### src/rtl/adc_cal_pkg.sv
package adc_cal_pkg;
   typedef enum logic [1:0] {
      PH_START = 2'd0,
      PH_WAIT  = 2'd1,
      PH_DONE  = 2'd2
   } por_phase_t;
endpackage

### src/rtl/adc_cal_in_sync.sv
module adc_cal_in_sync #(
   parameter int STAGES = 2
) (
   input  logic clk,
   input  logic rst_n,
   input  logic pin,
   input  logic trig,
   output logic pin_s,
   output logic trig_s
);
   localparam int SW = 2 * STAGES;
   logic [SW-1:0] sh;

   // Reset to high so that nothing can arm before real samples arrive.
   if (STAGES == 1) begin : g_one
      always_ff @(posedge clk or negedge rst_n)
         if (!rst_n) sh <= '1;
         else        sh <= {pin, trig};
   end else begin : g_chain
      always_ff @(posedge clk or negedge rst_n)
         if (!rst_n) sh <= '1;
         else        sh <= {sh[SW-3:0], pin, trig};
   end

   assign pin_s  = sh[SW-1];
   assign trig_s = sh[SW-2];
endmodule

### src/rtl/adc_cal_pulse_qual.sv
module adc_cal_pulse_qual #(
   parameter int LOW_MIN  = 80,
   parameter int HIGH_MIN = 80
) (
   input  logic clk,
   input  logic rst_n,
   input  logic trig_s,
   output logic hit
);
   localparam int LW = $clog2(LOW_MIN + 1);
   localparam int HW = $clog2(HIGH_MIN + 1);
   localparam logic [LW-1:0] LOW_SAT = LW'(LOW_MIN);
   localparam logic [HW-1:0] HI_SAT  = HW'(HIGH_MIN);
   localparam logic [HW-1:0] HI_LAST = HW'(HIGH_MIN - 1);

   logic [LW-1:0] low_cnt;
   logic [HW-1:0] hi_cnt;
   logic          armed;

   assign hit = trig_s & armed & (hi_cnt == HI_LAST);

   always_ff @(posedge clk or negedge rst_n) begin
      if (!rst_n) begin
         low_cnt <= '0;
         hi_cnt  <= '0;
         armed   <= 1'b0;
      end else if (trig_s) begin
         low_cnt <= '0;
         if (hi_cnt != HI_SAT) hi_cnt <= hi_cnt + 1'b1;
         // The qualifying edge consumes the arm whether or not it is used.
         if (hi_cnt == HI_LAST) armed <= 1'b0;
      end else begin
         hi_cnt <= '0;
         if (low_cnt != LOW_SAT) low_cnt <= low_cnt + 1'b1;
         armed <= (int'(low_cnt) >= LOW_MIN - 1);
      end
   end
endmodule

### src/rtl/adc_cal_por_timer.sv
module adc_cal_por_timer
   import adc_cal_pkg::*;
#(
   parameter int WAIT_SHORT = 1024,
   parameter int WAIT_LONG  = 16384
) (
   input  logic clk,
   input  logic rst_n,
   input  logic dly_sel,
   input  logic pin_s,
   output logic por_hit,
   output logic por_done
);
   localparam int WMAX = (WAIT_SHORT > WAIT_LONG) ? WAIT_SHORT : WAIT_LONG;
   localparam int CW   = $clog2(WMAX + 1);
   localparam logic [CW-1:0] SHORT_LAST = CW'(WAIT_SHORT - 1);
   localparam logic [CW-1:0] LONG_LAST  = CW'(WAIT_LONG - 1);

   por_phase_t    phase;
   logic [CW-1:0] cnt;
   logic [CW-1:0] last;

   if (WAIT_SHORT == WAIT_LONG) begin : g_fixed
      logic unused_dly;
      assign unused_dly = dly_sel;
      assign last = SHORT_LAST;
   end else begin : g_select
      logic dly_q;
      always_ff @(posedge clk or negedge rst_n)
         if (!rst_n)                 dly_q <= 1'b0;
         else if (phase == PH_START) dly_q <= dly_sel;
      assign last = dly_q ? LONG_LAST : SHORT_LAST;
   end

   always_ff @(posedge clk or negedge rst_n) begin
      if (!rst_n) begin
         phase <= PH_START;
         cnt   <= '0;
      end else begin
         case (phase)
            PH_START: begin
               phase <= PH_WAIT;
               cnt   <= CW'(1);
            end
            PH_WAIT: begin
               cnt <= cnt + 1'b1;
               if (cnt == last) phase <= PH_DONE;
            end
            default: phase <= PH_DONE;
         endcase
      end
   end

   assign por_hit  = (phase == PH_WAIT) && (cnt == last) && !pin_s;
   assign por_done = (phase == PH_DONE);
endmodule

### src/rtl/adc_cal_busy_timer.sv
module adc_cal_busy_timer #(
   parameter int BUSY_LEN = 256
) (
   input  logic clk,
   input  logic rst_n,
   input  logic start,
   output logic busy
);
   localparam int BW = $clog2(BUSY_LEN);
   localparam logic [BW-1:0] LOAD = BW'(BUSY_LEN - 1);

   logic [BW-1:0] cnt;

   always_ff @(posedge clk or negedge rst_n) begin
      if (!rst_n) begin
         busy <= 1'b0;
         cnt  <= '0;
      end else if (start) begin
         busy <= 1'b1;
         cnt  <= LOAD;
      end else if (busy) begin
         if (cnt == '0) busy <= 1'b0;
         else           cnt  <= cnt - 1'b1;
      end
   end
endmodule

### src/rtl/adc_cal_trigger.sv
module adc_cal_trigger #(
   parameter int LOW_MIN     = 80,
   parameter int HIGH_MIN    = 80,
   parameter int WAIT_SHORT  = 1024,
   parameter int WAIT_LONG   = 16384,
   parameter int BUSY_LEN    = 256,
   parameter int SYNC_STAGES = 2
) (
   input  logic clk,
   input  logic rst_n,
   input  logic cal_pin,
   input  logic cal_reg_bit,
   input  logic reg_mode,
   input  logic dly_sel,
   output logic cal_req,
   output logic cal_busy
);
   if (LOW_MIN < 1 || HIGH_MIN < 1) begin : g_bad_runs
      $error("adc_cal_trigger: run minima must be at least 1");
   end
   if (WAIT_SHORT < 2 || WAIT_LONG < 2) begin : g_bad_wait
      $error("adc_cal_trigger: power-on waits must be at least 2");
   end
   if (BUSY_LEN < 2) begin : g_bad_busy
      $error("adc_cal_trigger: BUSY_LEN must be at least 2");
   end
   if (SYNC_STAGES < 1) begin : g_bad_sync
      $error("adc_cal_trigger: SYNC_STAGES must be at least 1");
   end

   logic trig_raw, pin_s, trig_s;
   logic cmd_hit, por_hit, por_done, fire;

   assign trig_raw = cal_pin | (reg_mode & cal_reg_bit);

   adc_cal_in_sync #(.STAGES(SYNC_STAGES)) u_sync (
      .clk(clk), .rst_n(rst_n), .pin(cal_pin), .trig(trig_raw),
      .pin_s(pin_s), .trig_s(trig_s)
   );

   adc_cal_pulse_qual #(.LOW_MIN(LOW_MIN), .HIGH_MIN(HIGH_MIN)) u_qual (
      .clk(clk), .rst_n(rst_n), .trig_s(trig_s), .hit(cmd_hit)
   );

   adc_cal_por_timer #(.WAIT_SHORT(WAIT_SHORT), .WAIT_LONG(WAIT_LONG)) u_por (
      .clk(clk), .rst_n(rst_n), .dly_sel(dly_sel), .pin_s(pin_s),
      .por_hit(por_hit), .por_done(por_done)
   );

   assign fire = !cal_busy && (por_hit || (cmd_hit && por_done));

   always_ff @(posedge clk or negedge rst_n)
      if (!rst_n) cal_req <= 1'b0;
      else        cal_req <= fire;

   adc_cal_busy_timer #(.BUSY_LEN(BUSY_LEN)) u_busy (
      .clk(clk), .rst_n(rst_n), .start(fire), .busy(cal_busy)
   );
endmodule

### config.mk
export PLATFORM = sky130hd
export DESIGN_NAME = adc_cal_trigger
export DESIGN_NICKNAME = d
export VERILOG_FILES = /design/src/rtl/adc_cal_pkg.sv /design/src/rtl/adc_cal_in_sync.sv /design/src/rtl/adc_cal_pulse_qual.sv /design/src/rtl/adc_cal_por_timer.sv /design/src/rtl/adc_cal_busy_timer.sv /design/src/rtl/adc_cal_trigger.sv
export SDC_FILE = /design/constraint.sdc
export NUM_CORES = 1
export LEC_CHECK = 0
export ABC_AREA = 0
export BUFFER_PORTS_ARGS = -buffer_cell sky130_fd_sc_hd__clkbuf_2
export CORE_MARGIN = 1.5
export CORE_UTILIZATION = 45
export CTS_CLUSTER_SIZE = 40
export DETAILED_ROUTE_END_ITERATION = 10
export PLACE_DENSITY_LB_ADDON = 0.25
export SLEW_MARGIN = 20
export SYNTH_ARGS = -nofsm -noshare
export SYNTH_HDL_FRONTEND = slang
export SYNTH_SLANG_ARGS = --single-unit
### constraint.sdc
create_clock -name clk -period 3.55 [get_ports clk]
set_input_delay 0.1775 -clock clk [delete_from_list [all_inputs] [get_ports clk]]
set_output_delay 0.1775 -clock clk [all_outputs]
set_load 0.03 [all_outputs]
# == After elaboration in Yosys (flattened, before gate mapping) ==
# Index checks and enable logic that the tools add are counted.
# totals
register_bits,47
output_inout_bits,2
input_bits,6
# classes
reduce_logical,13
n_eq_ne,10
n_bitwise,4
n_lt_le_gt_ge,1
addsub,4
muxes,16
# op_table
cell,n
$pmux 15 s2,1
$mux 7,4
$mux 8,3
$add 15x1->15 const B,1
$eq 15x15->1,1
$add 7x1->7 const B,2
$mux 14,1
$ne 7x7->1 const B,2
$logic_not 8->1,1
$sub 8x1->8 const B,1
$eq 7x7->1 const B,1
$ge 7x7->1 const B,1
$ne 2x1->1 const B,3
$reduce_bool 2->1,3
$mux 1,5
$logic_and 1x1->1,4
$pmux 2 s2,1
$and 1x1->1,3
$eq 2x1->1 const B,1
$eq 2x2->1 const B,1
$logic_not 1->1,2
$logic_not 2->1,1
$mux 2,1
$ne 2x2->1 const B,1
other kinds (3),3

# == Logic depth before layout (Yosys ltp) ==
# Gate-level depths: netlist of the first run.
# depth
ltp_word,8
mapped_depth,6

# == By module ==
# From an unflattened synthesis of the first run, not the netlist that was laid out.
# hier_totals
hier_cells,238
hier_area_um2,2433.6
# by_module_without_submodules
module,instances,area_each_um2,cells_per_inst
adc_cal_por_timer,1,985.9,96
adc_cal_pulse_qual,1,803.3,85
adc_cal_busy_timer,1,498.0,49
adc_cal_in_sync,1,105.1,4
adc_cal_trigger,1,41.3,4

# == Worst setup path before layout of the first run ==
# OpenSTA, ideal clock, no wires.
# synth_timing
kind,reg2reg
startpoint,reg u_busy.cnt[0]
endpoint,reg u_busy.cnt[1]
arrival_ps,1821
n_path_buf,0
setup_time_ps,72
path_slack_ps,1657
path_stages_with_launch,7
required_ps,3478
path_cell_list,dfrtp_1 -> inv_1 -> ha_1 -> or4b_2 -> o21ai_2 -> mux2_2 -> nand3_1
# synth_via
elab_chain_cells,4
word_cells_on_any_way,7
# synth_lines
element,line_no,source
from (decl),adc_cal_busy_timer.sv:12,logic [BW-1:0] cnt;
from (signal assigned),adc_cal_busy_timer.sv:23,else cnt <= cnt - 1'b1;
$sub 8x1->8,adc_cal_busy_timer.sv:23,
$mux 8,adc_cal_busy_timer.sv:22,if (cnt == '0) busy <= 1'b0;
$mux 8,adc_cal_busy_timer.sv:21,end else if (busy) begin
$mux 8,adc_cal_busy_timer.sv:18,end else if (start) begin
# Parallel ways exist; a longest one is shown, timed or not. The select of a mux whose other input is x is not followed.
# A chain may end at the register's enable or synchronous reset.

# == Worst setup path in the final report of the first run ==
# layout_timing
startpoint,reg u_por.cnt[10]
endpoint,reg u_busy.cnt[5]
# layout_via
elab_chain_cells,7
word_cells_on_any_way,9
# layout_lines
element,line_no,source
from (decl),adc_cal_por_timer.sv:20,logic [CW-1:0] cnt;
from (signal assigned),adc_cal_por_timer.sv:46,cnt <= cnt + 1'b1;
$eq 15x15->1 *,adc_cal_por_timer.sv:54,assign por_hit = (phase == PH_WAIT) && (cnt == last) && !pin_s;
$logic_and 1x1->1 * (2 in a row),adc_cal_por_timer.sv:54,
$logic_or 1x1->1 *,adc_cal_trigger.sv:50,assign fire = !cal_busy && (por_hit || (cmd_hit && por_done));
$logic_and 1x1->1 *,adc_cal_trigger.sv:50,
$ne 2x2->1 (no source line) or $reduce_bool 2->1 (tied branches),n/a,
$reduce_and 2->1 (no source line),n/a,
# Mark *: on every way between the ends. The rest lies on a longest branch, timed or not.

==> results of run 1 <==
[routing by layer]
layer	track usage [%]	vias up	share of wire, %
met5	0	-	0
met4	6.87	0	1.7
met3	4.20	6	2.8
met2	26.0	21	45
met1	20.8	784	50
li1	-	810	-
[synth_stat cells (2+ instances only)]
master	instances	area share, %
dfrtp_1	43	47
nand3_1	17	3.7
nor2_1	16	2.6
xnor2_1	13	5.0
nand2_1	11	1.8
inv_1	10	1.6
a21oi_1	8	1.7
nor3_1	8	1.7
xor2_1	8	3.0
ha_1	7	3.8
o21ai_0	6	1.3
nor4_1	5	1.4
or3_1	5	1.4
and3_1	4	1.1
clkbuf_1	4	0.65
dfstp_2	4	4.6
nand4_1	4	1.1
a21o_1	3	0.98
and2_1	3	0.82
mux2_2	3	1.5
nand4b_1	3	1.1
o31ai_1	3	0.98
or4_1	3	0.98
a22o_1	2	0.76
and4_1	2	0.76
mux2i_1	2	0.87
nand4bb_1	2	0.98
nor2b_1	2	0.54
nor3b_1	2	0.65
[sequential cells by signal, indices dropped and copies added, names as in the netlist]
register,flops
u_busy.busy,1
u_busy.cnt,8
u_qual.armed,1
cal_req,1
u_por.cnt,15
u_por.phase,2
u_por.g_select.dly_q,1
u_sync.sh,4
u_qual.low_cnt,7
u_qual.hi_cnt,7
[cell type report]
cell class | instances | area [um2] | area share [%]
inverter | 11 | 41.3 | 1.64
sequential | 47 | 1180 | 47.0
multi-input combinational | 156 | 1050 | 41.8
clock inverter | 2 | 12.5 | 0.498
tap | 67 | 83.8 | 3.34
timing repair buffer | 11 | 70.1 | 2.79
clock buffer | 6 | 72.6 | 2.89
[path summary, 6_finish.rpt]
check                         startpoint       endpoint  slack, ns  cells after the start
setup / recovery           u_por.cnt[10]  u_busy.cnt[5]       1.47                      4
hold / removal               cal_reg_bit   u_sync.sh[0]       0.08                      2
setup reg to reg           u_por.cnt[10]  u_busy.cnt[5]       1.47                      4
hold reg to reg             u_sync.sh[0]   u_sync.sh[2]       0.37                      0
max in group asynchronous          rst_n   u_sync.sh[0]       2.43                      3
min in group asynchronous          rst_n  u_busy.cnt[6]       0.34                      2
[metrics by stage]
stage,setup WS (ns),hold WS (ns),cells,area [um2]
detailed placement,1.50,0.136,290,2410
global route,1.32,0.0732,300,2510
finish,1.47,0.0845,300,2510
floorplan,1.66,-0.118,219,2300
global placement,1.57,0.138,290,2410
CTS,1.48,0.0727,300,2510
[cell families (layout without fill, tap and decap cells)]
family                     count (synthesis)  count (layout)  synth area share [%]
and+or+nand+nor                           94              94                  23.3
DFF                                       47              47                  51.4
AOI/OAI and AO/OA                         29              29                  8.27
xor gates and xnor gates                  21              21                  8.00
buffers and inverters                     16              30                  2.94
adders and majority gates                  7               7                  3.81
muxes                                      5               5                  2.34
[where the power goes]
group | leakage (nW) | switching (mW) | internal [mW]
Combinational | 0.482 | 0.0237 | 0.0208
Sequential | 0.616 | 0.0142 | 0.550
Clock | 0.0412 | 0.182 | 0.138
[timing repair]
| action | CTS | global route |
|---|---|---|
| endpoints found under the hold margin | 17 | 0 |
| hold buffers | 2 | 0 |
| setup endpoints to repair | 0 | 0 |
[placed cells by master, fill, tap and decap left out, types with 2 or more instances in the layout]
master / n
and2_1: 3
a22o_1: 2
nor4_1: 5
dlygate4sd3_1: 2
buf_4: 2
nand4bb_1: 2
dfstp_2: 4
nor3_1: 8
mux2_2: 3
nor2b_1: 2
or3_1: 5
nand4b_1: 3
o31ai_1: 3
xor2_1: 8
nand2_1: 11
xnor2_1: 13
inv_1: 10
mux2i_1: 2
nor2_1: 16
dfrtp_1: 43
nand4_1: 4
nand3_1: 17
and4_1: 2
clkbuf_2: 7
o21ai_0: 6
clkbuf_8: 5
ha_1: 7
or4_1: 3
a21o_1: 3
nor3b_1: 2
a21oi_1: 8
and3_1: 4
[worst register-to-register path, delay by kind of cell, from the launching register on]
| family | cells | cell delay (ns) |
|---|---|---|
| AO/OA/AOI/OAI | 1 | 0.24 |
| flip-flops | 1 | 0.45 |
| multiplexers | 1 | 0.28 |
| AND/OR/NAND/NOR | 2 | 1.02 |
==> flow_summary.ini, run 1 <==
[clock_network]
cts_made_buffers = 5
cts-htree-levels = 2
clock_sinks = 47
root_buffer = clkbuf_8
worstSkewPairLatency_ns = 0.30
clk_pin_slew_ns = 0.09
cts_tree = built
clk_path_buf_depth = 2
cts_setup_buffers = 0
cts_resized = 0

[worst_setup_path]
criticalPathCategory = reg -> reg
required_ns = 3.77
cp_max_fo = 10
end_kind = flop
cp_top_family = simple AND/OR/NAND/NOR gates
critPathBufInv = 0
max_stage_delay_ns = 0.53
start_kind = flop
cp_cell_sequence = or4_1 > mux2_2 > nand4bb_1 > o2111ai_1
cp.arrival_ns = 2.30
crit_slowest_cell = or4_1

[synthesis]
ys_dominant_reg_cell = dfrtp_1
ys_types = 45
synth-warning-count = 0
synth-seq-cells = 47
syn_inst = 219
syn_nets = 232
synth_area_um2 = 2300
synth_edf_count = 0
avgSynthCellArea_um2 = 10.5
ys_seq_area_share_pct = 51.4
async_flop_share_pct = 100

[floorplanning]
pin_count = 8
rows = 25
start_util_pct = 47.7
die_width_um = 74.5
die_area_um2 = 5550
core-area_um2 = 4820
fp.dieH_um = 74.5

[final_layout]
final_core_util_pct = 52.2
fin_nets = 245
drive_gt1_share_pct = 11.6
nFillCells = 449
area_delta_synth_final_pct = 9.25
antennaDiodeCount = 0

[detailed_routing]
via_per_inst = 5.40
wl_um = 3960
wl_per_cell_um = 13.2
vias = 1621
firstDrtPassIters = 4
drtIter0Drc = 82
drcViolationCount = 0
ant_nets = 0

[power_and_ir_drop]
p_leak_nw = 1.14
power_density_nw_per_um2 = 370
vdd_drop_max_mv = 0.245
report.power.total_mw = 0.929

[global_routing]
antenna_found_initial = 0
grt_usage_pct = 16.2
grt_start_max_net_pins = 32
grt_pass1_wl_um = 6820
first_global_vias = 1580
overflow = 0

[timing]
slew_headroom_pct = 53.9
final.min_clock_period_ns = 2.08
tns_ns = 0
rsz0062_at_grt = false
max_freq_ghz = 0.482
max_slew.worst_pin.slew_ns = 0.682
hold_viol_final = 0
fin_skew_ns = 0.00788
drv_slew = 0
fin_crit_sh_pct = 58.5
finalSetupViolations = 0

[hold_path]
worstHoldPathType = in -> reg

[placed_design]
hpwlAfterDp_um = 2680
gp_congestion = 0.844
numPortBuffers = 7

[outcome]
outcome = finished clean

[flow_run]
max_cap_violations = 0
Note: power is estimated with default switching activity, not from simulation.
==> run 2: changes to the inputs <==
- ABC_AREA: 0 -> 1
- clock period: 3.55 -> 1.9 ns (I/O delays scaled with it)
==> flow_summary.ini, run 2 <==
[synthesis]
synth_top_area_share_pct = 45.6
synth_area_um2 = 2360
yosys.area.top_type = dfrtp_1
yosysMostFrequentCell = nand2_1
synth-warning-count = 0
synth_edf_count = 0
synth-seq-cells = 47
synth.area.top_cells = dfrtp_1, nand2_1, inv_1
async_flop_share_pct = 100
ys_dominant_reg_cell = dfrtp_1
synth_common_cells = nand2_1, inv_1, dfrtp_1
ys_seq_area_share_pct = 50.0
syn_inst = 280
syn_nets = 293
avgSynthCellArea_um2 = 8.43
ys_types = 32

[clock_network]
cts_made_buffers = 5
clk_path_buf_depth = 2
cts-htree-levels = 2
cts_tree = built
root_buffer = clkbuf_8
clk_pin_slew_ns = 0.08
worstSkewPairLatency_ns = 0.30
clock_sinks = 47
cts_setup_buffers = 0

[final_layout]
final_common_cell = nand2_1
reg.largest.list = u_por.cnt x15, u_busy.cnt x8
drive_gt1_share_pct = 14.1
area_delta_synth_final_pct = 9.86
top_register = u_por.cnt
fin_nets = 309
final_cell_mix = nand2_1, inv_1, dfrtp_1
largest_reg_flops = 15
antennaDiodeCount = 0
fin_area_um2 = 2590

[detailed_routing]
drtIter0Drc = 89
ant_nets = 0
firstDrtPassIters = 4
drcViolationCount = 0
vias = 1729
via_per_inst = 4.71
wl_um = 3840
wl_per_cell_um = 10.5

[floorplanning]
rows = 26
die_area_um2 = 5690
fp.dieH_um = 75.4
start_util_pct = 46.5
core-area_um2 = 5070
die_width_um = 75.4
pin_count = 8

[placed_design]
gp_congestion = 0.812
place_area_um2 = 2480
hpwlAfterDp_um = 2700
post-place-ws_ns = 0.447
numPortBuffers = 7

[timing]
holdWs_ns = 0.00424
tns_ns = 0
max_slew.worst_pin.slew_ns = 0.581
fin_skew_ns = 0.00718
finalSetupViolations = 0
slew_headroom_pct = 61.3
final.min_clock_period_ns = 1.45
hold_viol_final = 0
rsz0062_at_grt = false
max_freq_ghz = 0.691
fin_crit_sh_pct = 76.1
layout_setup_ws_ns = 0.454
drv_slew = 0

[worst_setup_path]
cp_top_family = simple AND/OR/NAND/NOR gates
end_kind = flop
max_stage_delay_ns = 0.39
crit_slowest_cell = dfrtp_1
cp_cell_sequence = ha_1 > nand3_2 > nor2_2 > inv_2 > nor2_4 > nand3_1 > o21ai_1 > a21oi_1
required_ns = 2.09
start_kind = flop
cp_max_fo = 5
cp.arrival_ns = 1.63
criticalPathCategory = reg -> reg
critPathBufInv = 1

[global_routing]
grt_usage_pct = 16.2
overflow = 0
grt_start_max_net_pins = 48
first_global_vias = 1652
grt_pass1_wl_um = 6980
antenna_found_initial = 0

[flow_run]
max_cap_violations = 0

[outcome]
outcome = finished clean

[hold_path]
worstHoldPathType = in -> reg

[power_and_ir_drop]
vdd_drop_max_mv = 0.389
power_density_nw_per_um2 = 654
report.power.total_mw = 1.70
p_leak_nw = 1.27
## run 2: cell count changes in the layout (fill, tap and decap cells not counted), moves of 8 or more
| cell | previous run | this run |
|---|---|---|
| a21oi_1 | 8 | 16 |
| xnor2_1 | 13 | 3 |
| nand2_1 | 11 | 48 |
| o21ai_0 | 6 | 21 |
| inv_1 | 10 | 44 |
## run 2: logic make-up after synthesis
| kind of cell | Yosys count | share of synthesized area, % |
|---|---|---|
| simple gates | 128 | 26.8 |
| buf+inv | 50 | 8.00 |
| flops | 47 | 50.0 |
| compound gates | 43 | 9.65 |
| fa+ha+maj | 7 | 3.71 |
| xor+xnor | 5 | 1.86 |
## run 2: power by group
group,total [mW],switching [mW],internal [mW],leakage [nW]
clock,0.573,0.314,0.258,0.0422
combinational,0.0764,0.0467,0.0297,0.610
sequential,1.05,0.0215,1.03,0.616
total,1.70,0.383,1.31,1.27
## run 2: area by class of cell
| class | count | area [um2] |
|---|---|---|
| inverter | 48 | 180 |
| clock buffer | 7 | 76.3 |
| multi-input combinational | 183 | 991 |
| sequential | 47 | 1180 |
| tap | 70 | 87.6 |
| fill | 497 | 2480 |
| timing repair buffer | 11 | 72.6 |
| clock inverter | 1 | 5.00 |
## run 2: timing repair
item	4_1_cts	5_1_grt
gates resized for setup	0	0
endpoints found under the hold margin	45	0
hold buffers	3	0
## run 2: final timing paths
kind / cells after the start / start / slack [ns] / end
max: 8 / u_por.cnt[0] / 0.45 / u_por.cnt[12]
min: 3 / dly_sel / 0.004 / u_por.g_select.dly_q
max reg2reg: 8 / u_por.cnt[0] / 0.45 / u_por.cnt[12]
min reg2reg: 0 / u_sync.sh[1] / 0.36 / u_sync.sh[3]
max in group asynchronous: 3 / rst_n / 1.08 / cal_req
min in group asynchronous: 3 / rst_n / 0.40 / u_qual.low_cnt[3]
## run 2: worst reg2reg max path, stage by stage, from the launching register on
cell,delay (ns)
dfrtp_1,0.39
ha_1,0.21
nand3_2,0.11
nor2_2,0.15
inv_2,0.07
nor2_4,0.12
nand3_1,0.11
o21ai_1,0.13
a21oi_1,0.05
## run 2: stage by stage
stage / cells / utilization, %
detailed placement: 356 / 48.9
finish: 367 / 51.1
global route: 367 / 51.1
floorplan: 280 / -
global placement: 356 / 48.9
CTS: 367 / 51.1
## run 2: per-layer routing
metal	vias up	part of all wire, %	GRT usage (%)
met1	772	52	22.1
met5	-	0	0
met3	5	3.7	4.89
met2	25	43	24.9
met4	0	1.3	5.36
li1	927	-	-
